==> src/rtl/scratch_window_pkg.sv <==
package scratch_window_pkg;

    localparam int PTR_W  = 7;
    localparam int BYTE_W = 8;
    localparam int FUNC_W = 3;
    localparam int ALT_W  = 8;

    localparam logic [PTR_W-1:0] PTR_DATA  = 7'h00;
    localparam logic [PTR_W-1:0] PTR_DIR   = 7'h08;
    localparam logic [PTR_W-1:0] PTR_FUNC  = 7'h10;
    localparam logic [PTR_W-1:0] PTR_MODE  = 7'h40;
    localparam logic [PTR_W-1:0] PTR_CPU   = 7'h41;
    localparam logic [PTR_W-1:0] PTR_ROUTE = 7'h42;

    typedef enum logic [1:0] {
        ST_IDLE   = 2'd0,
        ST_COMMIT = 2'd1,
        ST_FETCH  = 2'd2
    } win_state_e;

endpackage

==> src/rtl/scratch_host_fsm.sv <==
module scratch_host_fsm
    import scratch_window_pkg::*;
#(
    parameter int                ADDR_W   = 5,
    parameter logic [ADDR_W-1:0] WIN_ADDR = 5'h0C
) (
    input  logic                clk,
    input  logic                rst_n,
    input  logic [ADDR_W-1:0]   host_addr,
    input  logic                host_wr,
    input  logic                host_rd,
    input  logic [15:0]         host_wdata,
    input  logic [BYTE_W-1:0]   rbyte,
    output logic                bank_we,
    output logic [PTR_W-1:0]    bank_ptr,
    output logic [BYTE_W-1:0]   bank_wbyte,
    output logic [15:0]         host_rdata,
    output win_state_e          state
);

    win_state_e          state_q, state_d;
    logic                hit, take_wr, take_commit, take_rd;
    logic [PTR_W-1:0]    ptr_q;
    logic [BYTE_W-1:0]   stage_q;
    logic [15:0]         rdata_q;

    assign hit         = (host_addr == WIN_ADDR);
    assign take_wr     = (state_q == ST_IDLE) && hit && host_wr;
    assign take_commit = take_wr && host_wdata[15];
    assign take_rd     = (state_q == ST_IDLE) && hit && host_rd && !host_wr;

    // next state
    always_comb begin
        state_d = state_q;
        unique case (state_q)
            ST_IDLE: begin
                if (take_commit)  state_d = ST_COMMIT;
                else if (take_rd) state_d = ST_FETCH;
            end
            ST_COMMIT: state_d = ST_IDLE;
            ST_FETCH:  state_d = ST_IDLE;
            default:   state_d = ST_IDLE;
        endcase
    end

    // state register
    always_ff @(posedge clk or negedge rst_n) begin
        if (!rst_n) state_q <= ST_IDLE;
        else        state_q <= state_d;
    end

    // datapath registers
    always_ff @(posedge clk or negedge rst_n) begin
        if (!rst_n) begin
            ptr_q   <= '0;
            stage_q <= '0;
            rdata_q <= '0;
        end else begin
            if (take_wr) begin
                ptr_q   <= host_wdata[14:8];
                stage_q <= host_wdata[7:0];
            end
            if (state_q == ST_FETCH) rdata_q <= {1'b0, ptr_q, rbyte};
        end
    end

    // outputs
    always_comb begin
        bank_we    = (state_q == ST_COMMIT);
        bank_ptr   = ptr_q;
        bank_wbyte = stage_q;
        host_rdata = rdata_q;
        state      = state_q;
    end

endmodule

==> src/rtl/scratch_bank.sv <==
module scratch_bank
    import scratch_window_pkg::*;
#(
    parameter int NUM_PINS   = 16,
    localparam int DATA_BYTES = (NUM_PINS + 7) / 8,
    localparam int FUNC_BYTES = (NUM_PINS + 1) / 2
) (
    input  logic                       clk,
    input  logic                       rst_n,
    input  logic                       we,
    input  logic [PTR_W-1:0]           ptr,
    input  logic [BYTE_W-1:0]          wbyte,
    input  logic [NUM_PINS-1:0]        pin_level,
    output logic [BYTE_W-1:0]          rbyte,
    output logic [NUM_PINS-1:0]        data_bits,
    output logic [NUM_PINS-1:0]        dir_bits,
    output logic [NUM_PINS*FUNC_W-1:0] func_codes,
    output logic [1:0]                 port_mode,
    output logic                       no_cpu,
    output logic                       route_bit
);

    logic [DATA_BYTES*8-1:0] data_q, dir_q, level_pad, data_view;
    logic [FUNC_BYTES*8-1:0] func_q;
    logic [BYTE_W-1:0]       mode_q, cpu_q, route_q;

    function automatic logic [7:0] pin_mask(input int b);
        logic [7:0] m;
        for (int i = 0; i < 8; i++) m[i] = ((b * 8 + i) < NUM_PINS);
        return m;
    endfunction

    function automatic logic [7:0] func_mask(input int f);
        logic [7:0] m;
        m = 8'h07;
        if ((2 * f + 1) < NUM_PINS) m = m | 8'h70;
        return m;
    endfunction

    always_ff @(posedge clk or negedge rst_n) begin
        if (!rst_n) begin
            data_q  <= '0;
            dir_q   <= '0;
            func_q  <= '0;
            mode_q  <= '0;
            cpu_q   <= '0;
            route_q <= '0;
        end else if (we) begin
            for (int b = 0; b < DATA_BYTES; b++) begin
                if (ptr == PTR_W'(PTR_DATA + b)) data_q[b*8 +: 8] <= wbyte & pin_mask(b);
                if (ptr == PTR_W'(PTR_DIR + b))  dir_q[b*8 +: 8]  <= wbyte & pin_mask(b);
            end
            for (int f = 0; f < FUNC_BYTES; f++) begin
                if (ptr == PTR_W'(PTR_FUNC + f)) func_q[f*8 +: 8] <= wbyte & func_mask(f);
            end
            if (ptr == PTR_MODE)  mode_q  <= wbyte;
            if (ptr == PTR_CPU)   cpu_q   <= wbyte;
            if (ptr == PTR_ROUTE) route_q <= wbyte;
        end
    end

    // pin view of the data registers: inputs show the synchronized level
    always_comb begin
        level_pad = '0;
        level_pad[NUM_PINS-1:0] = pin_level;
        data_view = (dir_q & level_pad) | (~dir_q & data_q);
    end

    always_comb begin
        rbyte = '0;
        for (int b = 0; b < DATA_BYTES; b++) begin
            if (ptr == PTR_W'(PTR_DATA + b)) rbyte = data_view[b*8 +: 8];
            if (ptr == PTR_W'(PTR_DIR + b))  rbyte = dir_q[b*8 +: 8];
        end
        for (int f = 0; f < FUNC_BYTES; f++) begin
            if (ptr == PTR_W'(PTR_FUNC + f)) rbyte = func_q[f*8 +: 8];
        end
        if (ptr == PTR_MODE)  rbyte = mode_q;
        if (ptr == PTR_CPU)   rbyte = cpu_q;
        if (ptr == PTR_ROUTE) rbyte = route_q;
    end

    assign data_bits = data_q[NUM_PINS-1:0];
    assign dir_bits  = dir_q[NUM_PINS-1:0];

    for (genvar p = 0; p < NUM_PINS; p++) begin : g_func
        assign func_codes[p*FUNC_W +: FUNC_W] = func_q[(p/2)*8 + (p%2)*4 +: FUNC_W];
    end

    assign port_mode = mode_q[1:0];
    assign no_cpu    = cpu_q[0];
    assign route_bit = route_q[0];

endmodule

==> src/rtl/scratch_gpio_pin.sv <==
module scratch_gpio_pin
    import scratch_window_pkg::*;
(
    input  logic              clk,
    input  logic              rst_n,
    input  logic              dir_in,
    input  logic              data_bit,
    input  logic [FUNC_W-1:0] func,
    input  logic [ALT_W-1:0]  alt,
    input  logic              pad_i,
    output logic              pad_o,
    output logic              pad_oe,
    output logic              level
);

    logic sync1_q, sync2_q;

    always_ff @(posedge clk or negedge rst_n) begin
        if (!rst_n) begin
            sync1_q <= 1'b0;
            sync2_q <= 1'b0;
        end else begin
            sync1_q <= pad_i;
            sync2_q <= sync1_q;
        end
    end

    assign level  = sync2_q;
    assign pad_oe = ~dir_in;
    assign pad_o  = (func == '0) ? data_bit : alt[func];

endmodule

==> src/rtl/scratch_smi_route.sv <==
module scratch_smi_route (
    input  logic [1:0] port_mode,
    input  logic       no_cpu,
    input  logic       route_bit,
    output logic       gpio_busy,
    output logic       smi_ext_sel
);

    logic want_ext;

    always_comb begin
        gpio_busy   = (port_mode == 2'd1) || (port_mode == 2'd2);
        want_ext    = no_cpu ? route_bit : ~route_bit;
        smi_ext_sel = want_ext && !gpio_busy;
    end

endmodule

==> src/rtl/scratch_window.sv <==
module scratch_window
    import scratch_window_pkg::*;
#(
    parameter int                NUM_PINS = 16,
    parameter int                ADDR_W   = 5,
    parameter logic [ADDR_W-1:0] WIN_ADDR = 5'h0C
) (
    input  logic                      clk,
    input  logic                      rst_n,
    input  logic [ADDR_W-1:0]         host_addr,
    input  logic                      host_wr,
    input  logic                      host_rd,
    input  logic [15:0]               host_wdata,
    output logic [15:0]               host_rdata,
    input  logic [NUM_PINS-1:0]       gpio_in,
    output logic [NUM_PINS-1:0]       gpio_out,
    output logic [NUM_PINS-1:0]       gpio_oe,
    input  logic [NUM_PINS*ALT_W-1:0] alt_in,
    output logic                      gpio_busy,
    output logic                      smi_ext_sel
);

    win_state_e                 fsm_state;
    logic                       bank_we;
    logic [PTR_W-1:0]           bank_ptr;
    logic [BYTE_W-1:0]          bank_wbyte, bank_rbyte;
    logic [NUM_PINS-1:0]        data_bits, dir_bits, pin_level;
    logic [NUM_PINS*FUNC_W-1:0] func_codes;
    logic [1:0]                 port_mode;
    logic                       no_cpu, route_bit;

    scratch_host_fsm #(.ADDR_W(ADDR_W), .WIN_ADDR(WIN_ADDR)) u_fsm (
        .clk        (clk),
        .rst_n      (rst_n),
        .host_addr  (host_addr),
        .host_wr    (host_wr),
        .host_rd    (host_rd),
        .host_wdata (host_wdata),
        .rbyte      (bank_rbyte),
        .bank_we    (bank_we),
        .bank_ptr   (bank_ptr),
        .bank_wbyte (bank_wbyte),
        .host_rdata (host_rdata),
        .state      (fsm_state)
    );

    scratch_bank #(.NUM_PINS(NUM_PINS)) u_bank (
        .clk        (clk),
        .rst_n      (rst_n),
        .we         (bank_we),
        .ptr        (bank_ptr),
        .wbyte      (bank_wbyte),
        .pin_level  (pin_level),
        .rbyte      (bank_rbyte),
        .data_bits  (data_bits),
        .dir_bits   (dir_bits),
        .func_codes (func_codes),
        .port_mode  (port_mode),
        .no_cpu     (no_cpu),
        .route_bit  (route_bit)
    );

    for (genvar p = 0; p < NUM_PINS; p++) begin : g_pin
        scratch_gpio_pin u_pin (
            .clk      (clk),
            .rst_n    (rst_n),
            .dir_in   (dir_bits[p]),
            .data_bit (data_bits[p]),
            .func     (func_codes[p*FUNC_W +: FUNC_W]),
            .alt      (alt_in[p*ALT_W +: ALT_W]),
            .pad_i    (gpio_in[p]),
            .pad_o    (gpio_out[p]),
            .pad_oe   (gpio_oe[p]),
            .level    (pin_level[p])
        );
    end

    scratch_smi_route u_route (
        .port_mode   (port_mode),
        .no_cpu      (no_cpu),
        .route_bit   (route_bit),
        .gpio_busy   (gpio_busy),
        .smi_ext_sel (smi_ext_sel)
    );

endmodule

==> config.mk <==
export PLATFORM = sky130hd
export DESIGN_NAME = scratch_window
export DESIGN_NICKNAME = d
export VERILOG_FILES = /design/src/rtl/scratch_window_pkg.sv /design/src/rtl/scratch_host_fsm.sv /design/src/rtl/scratch_bank.sv /design/src/rtl/scratch_gpio_pin.sv /design/src/rtl/scratch_smi_route.sv /design/src/rtl/scratch_window.sv
export SDC_FILE = /design/constraint.sdc
export NUM_CORES = 1
export LEC_CHECK = 0
export BUFFER_PORTS_ARGS = -buffer_cell sky130_fd_sc_hd__buf_2
export CELL_PAD_IN_SITES_DETAIL_PLACEMENT = 0
export CELL_PAD_IN_SITES_GLOBAL_PLACEMENT = 1
export CORE_MARGIN = 2
export CORE_UTILIZATION = 42
export DETAILED_ROUTE_END_ITERATION = 6
export PLACE_DENSITY = 0.9
export SLEW_MARGIN = 20
export SYNTH_ARGS = -nofsm -noshare
export SYNTH_HDL_FRONTEND = slang
export SYNTH_SLANG_ARGS = --single-unit
==> constraint.sdc <==
create_clock -name clk -period 2.6 [get_ports clk]
set_input_delay 0.65 -clock clk [delete_from_list [all_inputs] [get_ports clk]]
set_output_delay 0.65 -clock clk [all_outputs]
set_load 0.05 [all_outputs]
==> impl_metrics.csv <==
group,metric,value,unit
floorplanning,die-area,0.0217,mm2
drt,highest_layer,"met4",
synth,yosys_warnings,0,
synth,synth_nets,872,
synth,syn_inst,703,
synth,avgSynthCellArea,12.3,um2
drt,dr.pass1.iters,5,
sta,setup_viol,0,
synth,synth_edf_count,0,
worst_setup_path,cp_slowest_cell,"mux4_2",
drt,vias,6680,
floorplanning,io_pins,219,
sta,period_needed,2.53,ns
worst_setup_path,criticalPathCategory,"register to output port",
placement,gp_congestion,0.991,
power_and_ir_drop,powerDensity,626,mW/mm2
final_layout,antenna_cells,0,
worst_setup_path,worst_setup_path_start_kind,"register",
synth,seq_area_frac_synth,0.487,
worst_setup_path,rr_startpoint,"u_fsm.bank_ptr[5]",
worst_setup_path,r2r-end,"u_fsm.host_rdata[2]",
sta,whs,0.203,ns
drt,route.met3.wl,1.62,mm
sta,skew,0.00745,ns
final_layout,fin_area,0.0106,mm2
final_layout,synthToLayoutAreaGrowth,22.4,%
synth,netlist_area,0.00864,mm2
hold_path,worstHoldPathType,"primary input to asynchronous set/reset pin",
drt,final_antenna_net_count,0,
clocking,clk_pin_slew,0.07,ns
clocking,cts_hold_buf,0,
drt,dr.first_iter.drc_count,475,
floorplanning,rows,52,
global_routing,grt_pass1_vias,6892,
worst_setup_path,critPathMaxFanout,4,
final_layout,nFillCells,1783,
worst_setup_path,crit_buf_inv,1,
synth,synth_cell_type_count,67,
drt,vias_per_cell,5.62,
final_layout,drive_above_1_share,0.505,
floorplanning,fp.coreArea,0.0202,mm2
worst_setup_path,critPathCaptureType,"output port",
sta,fin_crit_sh,0.972,
clocking,tritoncts,"done",
drt,route.met2.wl,12.4,mm
power_and_ir_drop,max-vdd-ir-drop,0.489,mV
placement,port_buffers,201,
floorplanning,start_util,0.427,
sta,worst_pin_slew,0.821,ns
drt,wl_met1,11.2,mm
sta,hold_violations,0,
power_and_ir_drop,power.leakage,5.03,nW
drt,wl,25.9,mm
worst_setup_path,cp_cell_sequence,"mux4_2 > mux2_2 > buf_2",
clocking,cts.path.max_buffers,2,
worst_setup_path,cp.arrival,1.88,ns
worst_setup_path,required,1.95,ns
sta,max_slew_margin,0.453,
sta,max_freq,396,MHz
final_layout,final_nets,1075,
floorplanning,die_y,147,um
synth,synth-seq-cells,168,
global_routing,grt_use_total,0.246,
global_routing,grt_pass1_wl,40.1,mm
run_status,status,"finished, final reports clean",
clocking,worst_skew_pair.late_latency,0.44,ns
clocking,cts_buffers,17,
synth,synth_ff_type,"dfrtp_1",
drt,drcViolationCount,0,
final_layout,regArea,0.00421,mm2
clocking,htree_levels,4,
sta,maxSlewViolCount,0,
worst_setup_path,reg2reg_depth,6,
power_and_ir_drop,finalPower,6.63,mW
placement,dpl_cell_area,0.0100,mm2
clocking,clkSinkCount,168,
clocking,cts-root-buf,"clkbuf_16",
final_layout,multiInputGateArea,0.00396,mm2
sta,fin_tns_setup,0,ns
synth,async_flop_share,1.00,
placement,hpwl,19.8,mm
floorplanning,die_x,147,um
worst_setup_path,crit_family,"multiplexers",
worst_setup_path,r2r_slack,0.22,ns
global_routing,gr-total-overflow,0,
global_routing,grt_antenna_before_repair,0,
sta,rsz0062_at_grt,"no",
drt,drt-wirelength-per-cell,21.8,um
global_routing,grt_max_degree,63,
worst_setup_path,slowest_delay,0.53,ns
flow_run,max_cap_viol_count,0,
how the worst max path moves through the flow:
stage | start | end | slack, ns | cells past startpoint
3_3_place_gp | alt_in[75] | gpio_out[9] | 0.25 | 4
3_5_place_dp | alt_in[76] | gpio_out[9] | 0.25 | 4
5_1_grt | u_bank.func_q[40] | gpio_out[10] | 0.001 | 3
2_1_floorplan | u_bank.mode_q[1] | smi_ext_sel | 0.29 | 2
6_report | u_bank.func_q[56] | gpio_out[14] | 0.07 | 3
4_1_cts | u_bank.func_q[36] | gpio_out[9] | 0.02 | 3
power by group:
| group | switching, mW | total, mW | internal, mW |
|---|---|---|---|
| logic | 0.750 | 1.26 | 0.508 |
| clock network | 1.15 | 2.41 | 1.26 |
| registers | 0.243 | 2.96 | 2.72 |
| total | 2.14 | 6.63 | 4.49 |
kinds of logic after synthesis:
group | synth area share
AOI/OAI and AO/OA | 0.0860
xor gates and xnor gates | 0.00203
buffers and inverters | 0.0555
DFF | 0.487
muxes | 0.266
other | 0.000434
and+or+nand+nor | 0.103
flip-flops by register name, summed over array words and instances, names as in the netlist:
name and cells:
u_fsm.bank_ptr 7, u_bank.data_bits 16, u_fsm.state 2, g_pin.u_pin.level 16
u_bank.dir_bits 16, u_fsm.bank_wbyte 8, u_bank.mode_q 8, u_fsm.host_rdata 15
g_pin.u_pin.sync1_q 16, u_bank.route_q 8, u_bank.func_q 48, u_bank.cpu_q 8
cell type report:
| type | count | area share |
|---|---|---|
| multi-input combinational | 451 | 0.374 |
| clock inverter | 15 | 0.0129 |
| inverter | 18 | 0.00639 |
| sequential | 168 | 0.398 |
| timing repair buffer | 250 | 0.136 |
| clock buffer | 17 | 0.0402 |
| tap | 270 | 0.0319 |
layout by cell type (no fill, tap or decap), drive strengths merged, types with 3 or more instances in the layout:
master,n
nor3,20
nor3b,5
o211ai,4
a211oi,8
o32ai,4
clkinv,5
clkinvlp,3
buf,250
mux2,130
inv,25
a21oi,19
nor4,5
mux4,33
a31oi,4
mux2i,9
and2,3
dfrtp,168
nand3,14
clkbuf,17
o32a,4
nor2,30
nor2b,8
o21ai,27
o31ai,5
and3,4
o22ai,9
nand2,61
nor4b,4
layer usage:
layer | up-vias | track usage
li1 | 2995 | -
met1 | 3381 | 0.340
met2 | 258 | 0.392
met3 | 46 | 0.0469
met4 | 0 | 0.0846
met5 | - | 0
repair_timing:
item / 4_1_cts / 5_1_grt
setup buffers: 0 / 0
gates cloned: 0 / 0
endpoints found under the setup margin: 3 / 3
endpoints found under the hold margin: 0 / 0
gates resized for setup: 3 / 3
metrics by stage:
step	instances	setup WS, ns	utilization
after CTS	1189	0.0192	0.523
after detailed placement	1157	0.247	0.495
after global routing	1189	0.00135	0.523
after floorplan	703	0.286	-
after global placement	1157	0.251	0.495
final	1189	0.0720	0.523
synthesized netlist by cell type, drive strengths merged, types with 5 or more instances:
| library cell | n | area [um2] |
|---|---|---|
| nand2 | 61 | 234 |
| a211oi | 8 | 60.1 |
| a21oi | 19 | 95.1 |
| mux4 | 33 | 743 |
| o21ai | 27 | 135 |
| nand3 | 14 | 70.1 |
| dfrtp | 168 | 4200 |
| inv | 17 | 63.8 |
| nor2 | 30 | 125 |
| mux2i | 9 | 90.1 |
| clkbuf | 18 | 67.6 |
| mux2 | 130 | 1460 |
| buf | 48 | 344 |
| nor3 | 20 | 115 |
| o31ai | 5 | 37.5 |
| nor2b | 8 | 50.1 |
| nor4 | 5 | 61.3 |
| o22ai | 9 | 56.3 |
| nor3b | 5 | 48.8 |
worst register-to-register path, stage by stage (launching register included):
cell and delay (ns):
dfrtp_1 0.58, nor4_4 0.36, nand2_2 0.16, o22ai_1 0.23, a221oi_1 0.08, or4_1 0.60, a31oi_1 0.27
No activity file was read; power rests on OpenSTA's default activity.
